File: src/rtl/hv_entry_seq.sv
module hv_entry_seq #(
  parameter int CYC_PER_US = 16,
  parameter int HV_DLY_CYC = 40 * CYC_PER_US,
  parameter int HOLD_US    = 10,
  parameter int READY_US   = 300,
  parameter int TIMEOUT_US = 100,
  parameter int OFF_US     = 50,
  parameter logic [3:0] ENTRY_PAT = 4'b0000
) (
  input  logic       clk,
  input  logic       rst_n,
  input  logic       start_i,
  input  logic       flow_sel_i,
  input  logic       vth_ok_i,
  input  logic       exit_i,
  output logic       supply_en_o,
  output logic       hv_en_o,
  output logic [3:0] pat_o,
  output logic       pat_hold_o,
  output logic       ready_o,
  output logic       timeout_o
);

  localparam int HOLD_CYC  = HOLD_US * CYC_PER_US;
  localparam int READY_CYC = READY_US * CYC_PER_US;
  localparam int TO_CYC    = TIMEOUT_US * CYC_PER_US;
  localparam int OFF_CYC   = OFF_US * CYC_PER_US;
  localparam int MAX_A     = (HV_DLY_CYC > READY_CYC) ? HV_DLY_CYC : READY_CYC;
  localparam int MAX_B     = (TO_CYC > OFF_CYC) ? TO_CYC : OFF_CYC;
  localparam int MAX_C     = (MAX_A > MAX_B) ? MAX_A : MAX_B;
  localparam int CW        = $clog2(MAX_C + 1);

  typedef enum logic [2:0] {
    S_IDLE, S_RAMP, S_WAITV, S_HOLD, S_SETTLE, S_READY, S_OFF
  } st_t;

  st_t           st;
  logic [CW-1:0] cnt;
  logic          flow_q;
  logic          active;

  assign active      = (st != S_IDLE) && (st != S_OFF);
  assign supply_en_o = active;
  assign hv_en_o     = (st == S_HOLD) || (st == S_SETTLE) || (st == S_READY);
  assign pat_hold_o  = (st == S_RAMP) || (st == S_WAITV) || (st == S_HOLD);
  assign ready_o     = (st == S_READY);
  assign pat_o       = ENTRY_PAT;

  always_ff @(posedge clk or negedge rst_n) begin
    if (!rst_n) begin
      st        <= S_IDLE;
      cnt       <= '0;
      flow_q    <= 1'b0;
      timeout_o <= 1'b0;
    end else if (active && exit_i) begin
      st  <= S_OFF;
      cnt <= '0;
    end else begin
      case (st)
        S_IDLE: if (start_i) begin
          st        <= flow_sel_i ? S_WAITV : S_RAMP;
          flow_q    <= flow_sel_i;
          timeout_o <= 1'b0;
          cnt       <= '0;
        end
        S_RAMP: if (cnt == CW'(HV_DLY_CYC - 1)) begin
          st  <= S_HOLD;
          cnt <= '0;
        end else cnt <= cnt + 1'b1;
        S_WAITV: if (vth_ok_i) begin
          st  <= S_HOLD;
          cnt <= '0;
        end else if (cnt == CW'(TO_CYC - 1)) begin
          st        <= S_OFF;
          timeout_o <= 1'b1;
          cnt       <= '0;
        end else cnt <= cnt + 1'b1;
        S_HOLD: begin
          if (cnt == CW'(HOLD_CYC - 1)) st <= S_SETTLE;
          cnt <= cnt + 1'b1;
        end
        S_SETTLE: begin
          if (cnt == CW'(READY_CYC - 1)) st <= S_READY;
          cnt <= cnt + 1'b1;
        end
        S_READY: cnt <= cnt;
        S_OFF: if (cnt == CW'(OFF_CYC - 1)) begin
          st  <= S_IDLE;
          cnt <= '0;
        end else cnt <= cnt + 1'b1;
        default: st <= S_IDLE;
      endcase
    end
  end

  initial begin

    hv_dly_window_chk: assert (HV_DLY_CYC >= 20 * CYC_PER_US && HV_DLY_CYC <= 60 * CYC_PER_US);
  end


  hv_needs_supply_chk: assert property (@(posedge clk) disable iff (!rst_n)
    hv_en_o |-> supply_en_o);


  ready_after_hold_chk: assert property (@(posedge clk) disable iff (!rst_n)
    ready_o |-> (hv_en_o && !pat_hold_o));


  cmp_hv_on_vth_chk: assert property (@(posedge clk) disable iff (!rst_n)
    ($rose(hv_en_o) && flow_q) |-> $past(vth_ok_i));


  timeout_outputs_off_chk: assert property (@(posedge clk) disable iff (!rst_n)
    timeout_o |-> (!supply_en_o && !hv_en_o));


  exit_drops_chk: assert property (@(posedge clk) disable iff (!rst_n)
    (supply_en_o && exit_i) |=> (!supply_en_o && !hv_en_o && !ready_o));


  off_min_chk: assert property (@(posedge clk) disable iff (!rst_n)
    $fell(supply_en_o) |=> !supply_en_o);

endmodule

File: config.mk
export PLATFORM = sky130hd
export DESIGN_NAME = hv_entry_seq
export DESIGN_NICKNAME = d
export VERILOG_FILES = /design/src/rtl/hv_entry_seq.sv
export SDC_FILE = /design/constraint.sdc
export NUM_CORES = 1
export LEC_CHECK = 0
export BUFFER_PORTS_ARGS = -buffer_cell sky130_fd_sc_hd__buf_2
export CORE_MARGIN = 4
export CORE_UTILIZATION = 57
export DETAILED_ROUTE_END_ITERATION = 16
export PLACE_DENSITY_LB_ADDON = 0.08
export SETUP_SLACK_MARGIN = 0.4
export SLEW_MARGIN = 20
export SYNTH_ARGS = -nofsm -noshare
export SYNTH_HDL_FRONTEND = slang
export SYNTH_SLANG_ARGS = --single-unit
File: constraint.sdc
create_clock -name clk -period 2.8 [get_ports clk]
set_clock_uncertainty 0.1 [all_clocks]
set_input_delay 0.28 -clock clk [delete_from_list [all_inputs] [get_ports clk]]
set_output_delay 0.28 -clock clk [all_outputs]
set_load 0.005 [all_outputs]
==> flow_metrics.env, run 1 <==
export IMPL_dp_hpwl_mm=1.93
export IMPL_start_kind="register"
export IMPL_critPathKind="reg2reg"
export IMPL_grt_met3_usage_pct=6.27
export IMPL_rows=16
export IMPL_min_path_type="in2reg"
export IMPL_p_switching_uw=405
export IMPL_ys_seq_area_share_pct=34.4
export IMPL_switching_share_pct=43.7
export IMPL_tns_ns=0
export IMPL_slew_violations=0
export IMPL_finalPower_uw=928
export IMPL_ios=15
export IMPL_die_w_um=54.6
export IMPL_die_height_um=54.6
export IMPL_status="completed"
export IMPL_overflow=0
export IMPL_post_cts_setup_buffers=0
export IMPL_setup_violations=0
export IMPL_busiest_layer="met2"
export IMPL_antennaDiodeCount=0
export IMPL_cts_tree="yes"
export IMPL_syn_area_per_cell_um2=8.64
export IMPL_gp_congestion=0.861
export IMPL_fp_dieArea_um2=2980
export IMPL_arrival_ns=2.27
export IMPL_met1_usage_pct=25.3
export IMPL_use_met2_pct=33.3
export IMPL_cts_max_level=1
export IMPL_syn_cell_area_um2=1240
export IMPL_core_area_um2=2000
export IMPL_max_cap_viol_count=0
export IMPL_antenna_left=0
export IMPL_syn_inst=143
export IMPL_finish_utilization_pct=65.8
export IMPL_pwr_density_cell_nw_per_um2=705
export IMPL_antenna_found_initial=0
export IMPL_port_buffers=10
export IMPL_seq_power_share_pct=39.3
export IMPL_drc=0
export IMPL_post_route_min_period_ns=2.18
export IMPL_clkSinkCount=17
export IMPL_fin_nets=160
export IMPL_grt_max_degree=18
export IMPL_drt_total_wl_mm=2.52
export IMPL_first_global_vias=981
export IMPL_cp_max_fo=5
export IMPL_initial_core_util_pct=61.8
export IMPL_via_per_inst=5.89
export IMPL_root_buffer="clkbuf_4"
export IMPL_synth_seq_cells=17
export IMPL_worstSkewPairLatency_ns=0.29
export IMPL_drt_iter0_drc=21
export IMPL_worst_ep_required_time_ns=2.89
export IMPL_clockBufferDepth=2
export IMPL_syn_to_final_growth_pct=6.48
export IMPL_grt_pass1_wl_mm=4.31
export IMPL_p_leak_nw=0.542
export IMPL_comb_power_share_pct=46.9
export IMPL_cts_clk_slew_worst_paths_ns=0.10
export IMPL_fmax_mhz=458
export IMPL_grt_total_usage_pct=20.0
export IMPL_p_int_uw=522
export IMPL_hold_slack_ns=0.108
export IMPL_firstDrtPassIters=4
export IMPL_drive_gt1_share_pct=17.1
export IMPL_clock_power_share_pct=13.8
export IMPL_max_vdd_ir_drop_v=0.000555
export IMPL_yosys_area_top_type_share_pct=34.4
export IMPL_cts_buffers=3
export IMPL_synth_ff_type="dfrtp_1"
export IMPL_via_count=1055
export IMPL_synth_edff_count=0
export IMPL_yosys_warnings=0
export IMPL_end_kind="register"
export IMPL_rsz0062_at_grt="false"
export IMPL_synthDistinctLibCells=46
export IMPL_yosys_top_cells_area="dfrtp_1 34%, nor2_1 8.2%, nand4_1 3.5%, nand2_1 3.0%, o21ai_0 2.8%"
export IMPL_post_route_period_util_pct=77.9
export IMPL_async_reset_ff_share_pct=100
export IMPL_wl_per_cell_um=14.1
export IMPL_yosys_area_top_type="dfrtp_1"
export IMPL_finalHoldViolations=0
per-stage QoR:
stage,cell area (µm²),cells,setup slack [ns]
6_report,1320,179,0.618
5_1_grt,1320,179,0.479
4_1_cts,1320,179,0.611
3_5_place_dp,1280,174,0.637
3_3_place_gp,1280,174,0.685
2_1_floorplan,1250,146,0.792
sequential cells by signal, indices dropped and copies added (netlist names):
register   cells
cnt           13
st             3
timeout_o      1
cell usage after synthesis (all sizes together), types with 2 or more instances:
| library cell | count |
|---|---|
| xor2 | 4 |
| a22o | 2 |
| nand3 | 7 |
| nor4 | 2 |
| inv | 5 |
| nand4 | 7 |
| a31oi | 3 |
| a21oi | 5 |
| buf | 7 |
| o21ai | 7 |
| nor2 | 28 |
| clkbuf | 2 |
| nor3 | 2 |
| and3 | 3 |
| nor3b | 3 |
| mux2i | 2 |
| dfrtp | 17 |
| xnor2 | 4 |
| nand2 | 10 |
| or3 | 2 |
| o31ai | 2 |
| nor2b | 2 |
logic make-up after synthesis:
| family | synth area share [%] |
|---|---|
| AND/OR/NAND/NOR | 31.5 |
| AO/OA/AOI/OAI | 18.8 |
| flip-flops | 34.4 |
| buffers and inverters | 5.77 |
| XOR/XNOR | 5.67 |
| multiplexers | 2.53 |
| adder cells (fa/ha/maj) | 1.01 |
| other | 0.303 |
power by group through the flow:
stage	logic (mW)	registers [mW]	clock network, mW
after global routing	0.498	0.372	0.149
after global placement	0.425	0.363	0
after floorplan	0.393	0.311	0
final	0.435	0.365	0.128
after detailed placement	0.438	0.367	0
after CTS	0.441	0.362	0.133
worst max-delay path, cell delays in order, from the launching register on:
cell and delay (ns):
dfrtp_1 0.39, ha_1 0.25, and3_4 0.24, nand3_4 0.12
o41ai_4 0.41, nand4_1 0.25, o31ai_1 0.32
repair_timing:
action	4_1_cts	5_1_grt
hold buffers	1	0
hold endpoints to repair	17	0
gates resized for setup	0	0
area by class of cell:
cell class	instances	area, µm²
clock buffer	3	22.5
clock inverter	1	5.00
timing repair buffer	11	60.1
fill	182	686
sequential	17	425
tap	27	33.8
multi-input combinational	115	751
inverter	5	18.8
per-layer routing:
layer  up-vias  wire length [µm]
li1        526                 -
met1       509              1160
met2        18              1210
met3         2               135
met4         0                14
met5         -                 0
cells in the final DEF (no fill, tap or decap), drive strengths merged, types with 2 or more instances in the layout:
cell type  synthesis  final
nand4              7      7
a22o               2      2
nand3              7      7
buf                7     10
nand2             10     10
clkbuf             2      3
a31oi              3      3
inv                5      5
o21ai              7      7
nor4               2      2
o31ai              2      2
dfrtp             17     17
or3                2      2
nor2              28     28
nor2b              2      2
conb               1      4
xor2               4      4
nor3               2      2
a21oi              5      5
mux2i              2      2
nor3b              3      3
xnor2              4      4
and3               3      3
worst paths after layout:
check / startpoint / endpoint / slack, ns / cells after the start
worst max-delay path: cnt[1]$_DFFE_PN0P_ / st[0]$_DFFE_PN0P_ / 0.62 / 6
worst min-delay path: start_i / timeout_o$_DFFE_PN0P_ / 0.11 / 2
worst max register to register: cnt[1]$_DFFE_PN0P_ / st[0]$_DFFE_PN0P_ / 0.62 / 6
worst min register to register: cnt[2]$_DFFE_PN0P_ / cnt[2]$_DFFE_PN0P_ / 0.46 / 1
max in group asynchronous: rst_n / cnt[7]$_DFFE_PN0P_ / 2.00 / 2
min in group asynchronous: rst_n / cnt[5]$_DFFE_PN0P_ / 0.33 / 2
No activity file was read; power rests on OpenSTA's default activity.
==> run 2: changes to the inputs <==
Clock period 2.8 ns to 2.1 ns, I/O delays scaled along.
==> run 2 against run 1 <==
Critical path depth stayed put. Global-route usage is 2.3 points higher. Final cell count rose by 13%. Non-clock buffer count increased by 23. Clock power increased by 35%. Cell area rose by 19%. Fmax up 8.0%. Total power is 79% higher. First-iteration DRC count increased to 2.6 times the previous value. Worst setup slack got worse by 0.54 ns. Core utilization grew 13 points. Sequential share of layout area decreased by 5.0 points. Critical endpoint is now cnt[0]$_DFFE_PN0P_. Highest routed layer is now met3.
==> flow_metrics.env, run 2 (synthesized netlist as in run 1, its figures left out) <==
export IMPL_min_path_type="in2reg"
export IMPL_dp_hpwl_mm=2.00
export IMPL_end_kind="register"
export IMPL_cts_clk_slew_worst_paths_ns=0.10
export IMPL_arrival_ns=2.10
export IMPL_die_w_um=54.6
export IMPL_post_route_min_period_ns=2.02
export IMPL_cts_buffers=3
export IMPL_antenna_found_initial=0
export IMPL_cts_max_level=1
export IMPL_initial_core_util_pct=61.8
export IMPL_grt_max_degree=18
export IMPL_via_per_inst=5.84
export IMPL_wirelength_met1_mm=1.41
export IMPL_cp_max_fo=7
export IMPL_dr_wl_met2_mm=1.48
export IMPL_first_global_vias=1064
export IMPL_status="completed"
export IMPL_rsz0062_at_grt="true"
export IMPL_post_route_period_util_pct=96.2
export IMPL_grt_total_usage_pct=22.3
export IMPL_antennaDiodeCount=0
export IMPL_finalHoldViolations=0
export IMPL_met3_length_um=148
export IMPL_largest_register="cnt"
export IMPL_worstSkewPairLatency_ns=0.28
export IMPL_start_kind="register"
export IMPL_fin_nets=183
export IMPL_die_height_um=54.6
export IMPL_root_buffer="clkbuf_4"
export IMPL_gp_congestion=0.851
export IMPL_highest_layer="met3"
export IMPL_pwr_density_cell_nw_per_um2=1060
export IMPL_ios=15
export IMPL_grt_pass1_wl_mm=4.79
export IMPL_largest_register_ffs=13
export IMPL_drt_total_wl_mm=3.03
export IMPL_fp_dieArea_um2=2980
export IMPL_slew_violations=0
export IMPL_firstDrtPassIters=4
export IMPL_wl_per_cell_um=15.0
export IMPL_drt_iter0_drc=55
export IMPL_max_cap_viol_count=0
export IMPL_top_regs="cnt (13), st (3), timeout_o (1)"
export IMPL_worst_ep_required_time_ns=2.18
export IMPL_p_leak_nw=0.662
export IMPL_hold_slack_ns=0.0458
export IMPL_port_buffers=10
export IMPL_finish_utilization_pct=78.4
export IMPL_clkSinkCount=17
export IMPL_setup_violations=0
export IMPL_syn_to_final_growth_pct=26.9
export IMPL_overflow=0
export IMPL_critPathKind="reg2reg"
export IMPL_clockBufferDepth=2
export IMPL_via_count=1179
export IMPL_finalPower_mw=1.66
export IMPL_max_vdd_ir_drop_v=0.000865
export IMPL_antenna_left=0
export IMPL_drive_gt1_share_pct=34.3
export IMPL_rows=16
export IMPL_core_area_um2=2000
export IMPL_cts_tree="yes"
export IMPL_mostFrequentLayoutCell="nor2_1"
export IMPL_drc=0
export IMPL_layout_common_cells="25 x nor2_1, 20 x buf_4, 14 x dfrtp_1"
export IMPL_fmax_mhz=495
[run 2: changes by cell type in the layout (fill, tap and decap cells not counted), moves of 2 or more]
cell     before  now
buf_4         0   20
dfrtp_2       0    3
dfrtp_1      17   14
buf_6         0    3
o21ai_0       7    5
o21ai_1       0    2
nor2_4        1    3
nor2_1       27   25
[run 2: final cells by class]
class	instances	area, µm²
Timing Repair Buffer	34	243
Tap cell	27	33.8
Fill cell	131	433
Clock buffer	4	26.3
Inverter	5	18.8
Multi-Input combinational cell	115	818
Sequential cell	17	429
[run 2: critical path: stages (launching register included)]
cell,delay [ns]
dfrtp_1,0.37
ha_2,0.18
and3_4,0.20
nand3_4,0.11
o41ai_4,0.41
a41oi_4,0.24
mux2_2,0.31
[run 2: layer usage]
layer  track usage, %  up-vias
met1             30.9      565
met3             4.63        0
met5                0        -
met4             7.47        0
li1                 -      573
met2             34.3       41
[run 2: path summary, 6_finish.rpt]
path / start / end / slack, ns / depth (start not counted)
hold reg to reg: timeout_o$_DFFE_PN0P_ / timeout_o$_DFFE_PN0P_ / 0.46 / 2
setup reg to reg: cnt[0]$_DFFE_PN0P_ / cnt[0]$_DFFE_PN0P_ / 0.08 / 6
hold / removal: start_i / timeout_o$_DFFE_PN0P_ / 0.05 / 2
max in group asynchronous: rst_n / st[0]$_DFFE_PN0P_ / 1.33 / 2
min in group asynchronous: rst_n / cnt[12]$_DFFE_PN0P_ / 0.28 / 2
setup / recovery: cnt[0]$_DFFE_PN0P_ / cnt[0]$_DFFE_PN0P_ / 0.08 / 6
[run 2: report_power, final]
part / total [mW] / internal, mW / switching, mW
Clock: 0.173 / 0.0737 / 0.0996
Sequential: 0.440 / 0.379 / 0.0607
Combinational: 1.04 / 0.515 / 0.528
Total: 1.66 / 0.968 / 0.689
[run 2: what timing repair did]
| action | in CTS | in global routing |
|---|---|---|
| resized for setup | 5 | 17 |
| setup buffers | 8 | 5 |
| endpoints found under the setup margin | 19 | 19 |
| pin swaps | 10 | 4 |
| endpoints found under the hold margin | 17 | 0 |
| hold buffers | 1 | 0 |
[run 2: metrics by stage]
| step | TNS, ns | area, µm² | std cells | worst slack, ns |
|---|---|---|---|---|
| 2_1_floorplan | 0 | 1250 | 146 | 0.105 |
| 3_3_place_gp | 0 | 1360 | 184 | 0.0907 |
| 3_5_place_dp | 0 | 1360 | 184 | 0.0201 |
| 4_1_cts | 0 | 1470 | 197 | 0.00440 |
| 5_1_grt | -0.408 | 1570 | 202 | -0.0546 |
| 6_report | 0 | 1570 | 202 | 0.0800 |
==> run 3: changes to the inputs <==
Settings changed: BUFFER_PORTS_ARGS -buffer_cell sky130_fd_sc_hd__buf_2 to -buffer_cell sky130_fd_sc_hd__clkbuf_2.
==> run 3 against run 2 <==
Total power fell by 0.39%. Sequential power barely moved. Worst setup slack got worse by 0.093 ns. First-iteration DRC count fell by 31%. Critical endpoint is now st[1]$_DFFE_PN0P_. Final cell count rose by 1.5%. Fmax fell by 4.4%. Largest cell class unchanged. Largest power group unchanged. The flow now finishes with violations (setup timing). Core utilization rose by 0.63 points. Sequential share of layout area fell by 0.30 points. Wire length rose by 2.6%. Die area did not move.
==> flow_metrics.env, run 3 (synthesized netlist as in run 1, its figures left out) <==
export IMPL_status="finished with violations"
export IMPL_violations="setup timing"
export IMPL_drt_iter0_drc=38
export IMPL_syn_to_final_growth_pct=27.9
export IMPL_cp_top_family="compound AO/OA/AOI/OAI gates"
export IMPL_wl_per_cell_um=15.2
export IMPL_cts_tree="yes"
export IMPL_pwr_density_cell_nw_per_um2=1040
export IMPL_r2r_slack_ns=-0.01
export IMPL_max_stage_delay_ns=0.42
export IMPL_root_buffer="clkbuf_4"
export IMPL_whs_endpoint="timeout_o$_DFFE_PN0P_"
export IMPL_r2r_end="st[1]$_DFFE_PN0P_"
export IMPL_max_vdd_ir_drop_v=0.000873
export IMPL_fp_dieArea_um2=2980
export IMPL_fmax_mhz=473
export IMPL_gp_congestion=0.830
export IMPL_port_buffers=10
export IMPL_finalHoldViolations=0
export IMPL_largest_register_ffs=13
export IMPL_antennaDiodeCount=0
export IMPL_largest_register="cnt"
export IMPL_worst_ep_required_time_ns=2.19
export IMPL_worstSkewPairLatency_ns=0.30
export IMPL_rows=16
export IMPL_mostFrequentLayoutCell="nor2_1"
export IMPL_cts_clk_slew_worst_paths_ns=0.10
export IMPL_p_leak_nw=0.684
export IMPL_cts_max_level=1
export IMPL_drive_gt1_share_pct=37.1
export IMPL_via_per_inst=6.07
export IMPL_dp_hpwl_mm=2.05
export IMPL_core_area_um2=2000
export IMPL_drc=0
export IMPL_path_depth=7
export IMPL_via_count=1244
export IMPL_antenna_found_initial=0
export IMPL_top_regs="cnt (13), st (3), timeout_o (1)"
export IMPL_slew_violations=0
export IMPL_arrival_ns=2.20
export IMPL_critPathKind="reg2reg"
export IMPL_cp_max_fo=4
export IMPL_path_cells="ha_2 -> and3_4 -> nand3_4 -> o41ai_4 -> nand4_1 -> buf_4 -> o32a_2"
export IMPL_die_height_um=54.6
export IMPL_antenna_left=0
export IMPL_cts_buffers=3
export IMPL_r2r_start="cnt[1]$_DFFE_PN0P_"
export IMPL_finish_utilization_pct=79.0
export IMPL_firstDrtPassIters=4
export IMPL_grt_max_degree=18
export IMPL_worst_path_max_delay_cell="o41ai_4"
export IMPL_end_kind="register"
export IMPL_rsz0062_at_grt="true"
export IMPL_ff2ff_path_depth=7
export IMPL_grt_total_usage_pct=22.5
export IMPL_setup_violations=1
export IMPL_post_route_period_util_pct=101
export IMPL_post_route_worst_setup_slack_ns=-0.0130
export IMPL_drt_total_wl_mm=3.11
export IMPL_layout_common_cells="26 x nor2_1, 24 x buf_4, 15 x dfrtp_1"
export IMPL_fin_nets=186
export IMPL_start_kind="register"
export IMPL_first_global_vias=1115
export IMPL_worst_path_buf_inv=1
export IMPL_clkSinkCount=17
export IMPL_ios=15
export IMPL_initial_core_util_pct=61.8
export IMPL_overflow=0
export IMPL_hold_depth=2
export IMPL_min_from="start_i"
export IMPL_tns_ns=-0.0130
export IMPL_die_w_um=54.6
export IMPL_grt_pass1_wl_mm=4.86
export IMPL_clockBufferDepth=2
export IMPL_max_cap_viol_count=0
export IMPL_min_path_type="in2reg"
export IMPL_post_route_min_period_ns=2.11
## run 3: cell count changes in the layout (fill, tap and decap cells not counted), sizes merged
| cell | delta |
|---|---|
| clkbuf | +7 |
| clkinv | +1 |
| buf | -5 |
## run 3: area by class of cell
| cell class | instances | area [µm²] |
|---|---|---|
| clock buffer | 3 | 22.5 |
| multi-input combinational | 115 | 802 |
| clock inverter | 1 | 5.00 |
| timing repair buffer | 37 | 269 |
| inverter | 5 | 21.3 |
| fill | 140 | 420 |
| tap | 27 | 33.8 |
| sequential | 17 | 428 |
## run 3: what timing repair did
action	in CTS	in global routing
buffers inserted	12	4
endpoints found under the setup margin	19	19
hold endpoints to repair	17	0
pin swaps	4	8
resized for setup	8	13
hold buffers	1	0
## run 3: stage by stage
step	power [mW]	instance area, µm²	hold slack, ns	instances	worst slack [ns]
after floorplan	0.943	1250	-0.186	146	0.105
after global placement	1.14	1360	0.0506	184	0.0926
after detailed placement	1.16	1360	0.0634	184	0.0265
after CTS	1.49	1500	0.0183	201	0.0442
after global routing	1.77	1580	0.0349	205	-0.117
final	1.65	1580	0.0310	205	-0.0130
## run 3: how the worst max path moves through the flow
stage / from / end / slack (ns)
2_1_floorplan: cnt[0]$_DFFE_PN0P_ / cnt[0]$_DFFE_PN0P_ / 0.11
3_3_place_gp: st[2]$_DFFE_PN0P_ / st[1]$_DFFE_PN0P_ / 0.09
3_5_place_dp: cnt[0]$_DFFE_PN0P_ / cnt[11]$_DFFE_PN0P_ / 0.03
4_1_cts: cnt[1]$_DFFE_PN0P_ / cnt[3]$_DFFE_PN0P_ / 0.04
5_1_grt: cnt[1]$_DFFE_PN0P_ / st[1]$_DFFE_PN0P_ / -0.12
6_report: cnt[1]$_DFFE_PN0P_ / st[1]$_DFFE_PN0P_ / -0.01
## run 3: worst register-to-register path, stage by stage, from the launching register on
cell     delay (ns)
dfrtp_1        0.38
ha_2           0.19
and3_4         0.21
nand3_4        0.12
o41ai_4        0.42
nand4_1        0.22
buf_4          0.20
o32a_2         0.17
## run 3: routing by layer
metal | track usage, % | vias up | routed length (µm)
met2 | 36.3 | 55 | 1480
met1 | 29.5 | 599 | 1340
li1 | - | 582 | -
met3 | 4.90 | 8 | 239
met5 | 0 | - | 0
met4 | 7.88 | 0 | 53
## run 3: power breakdown
part	internal, mW	total, mW	switching, mW	leakage [nW]
clock network	0.0710	0.181	0.110	0.0177
logic	0.509	1.03	0.519	0.441
registers	0.378	0.440	0.0621	0.225
total	0.958	1.65	0.691	0.684
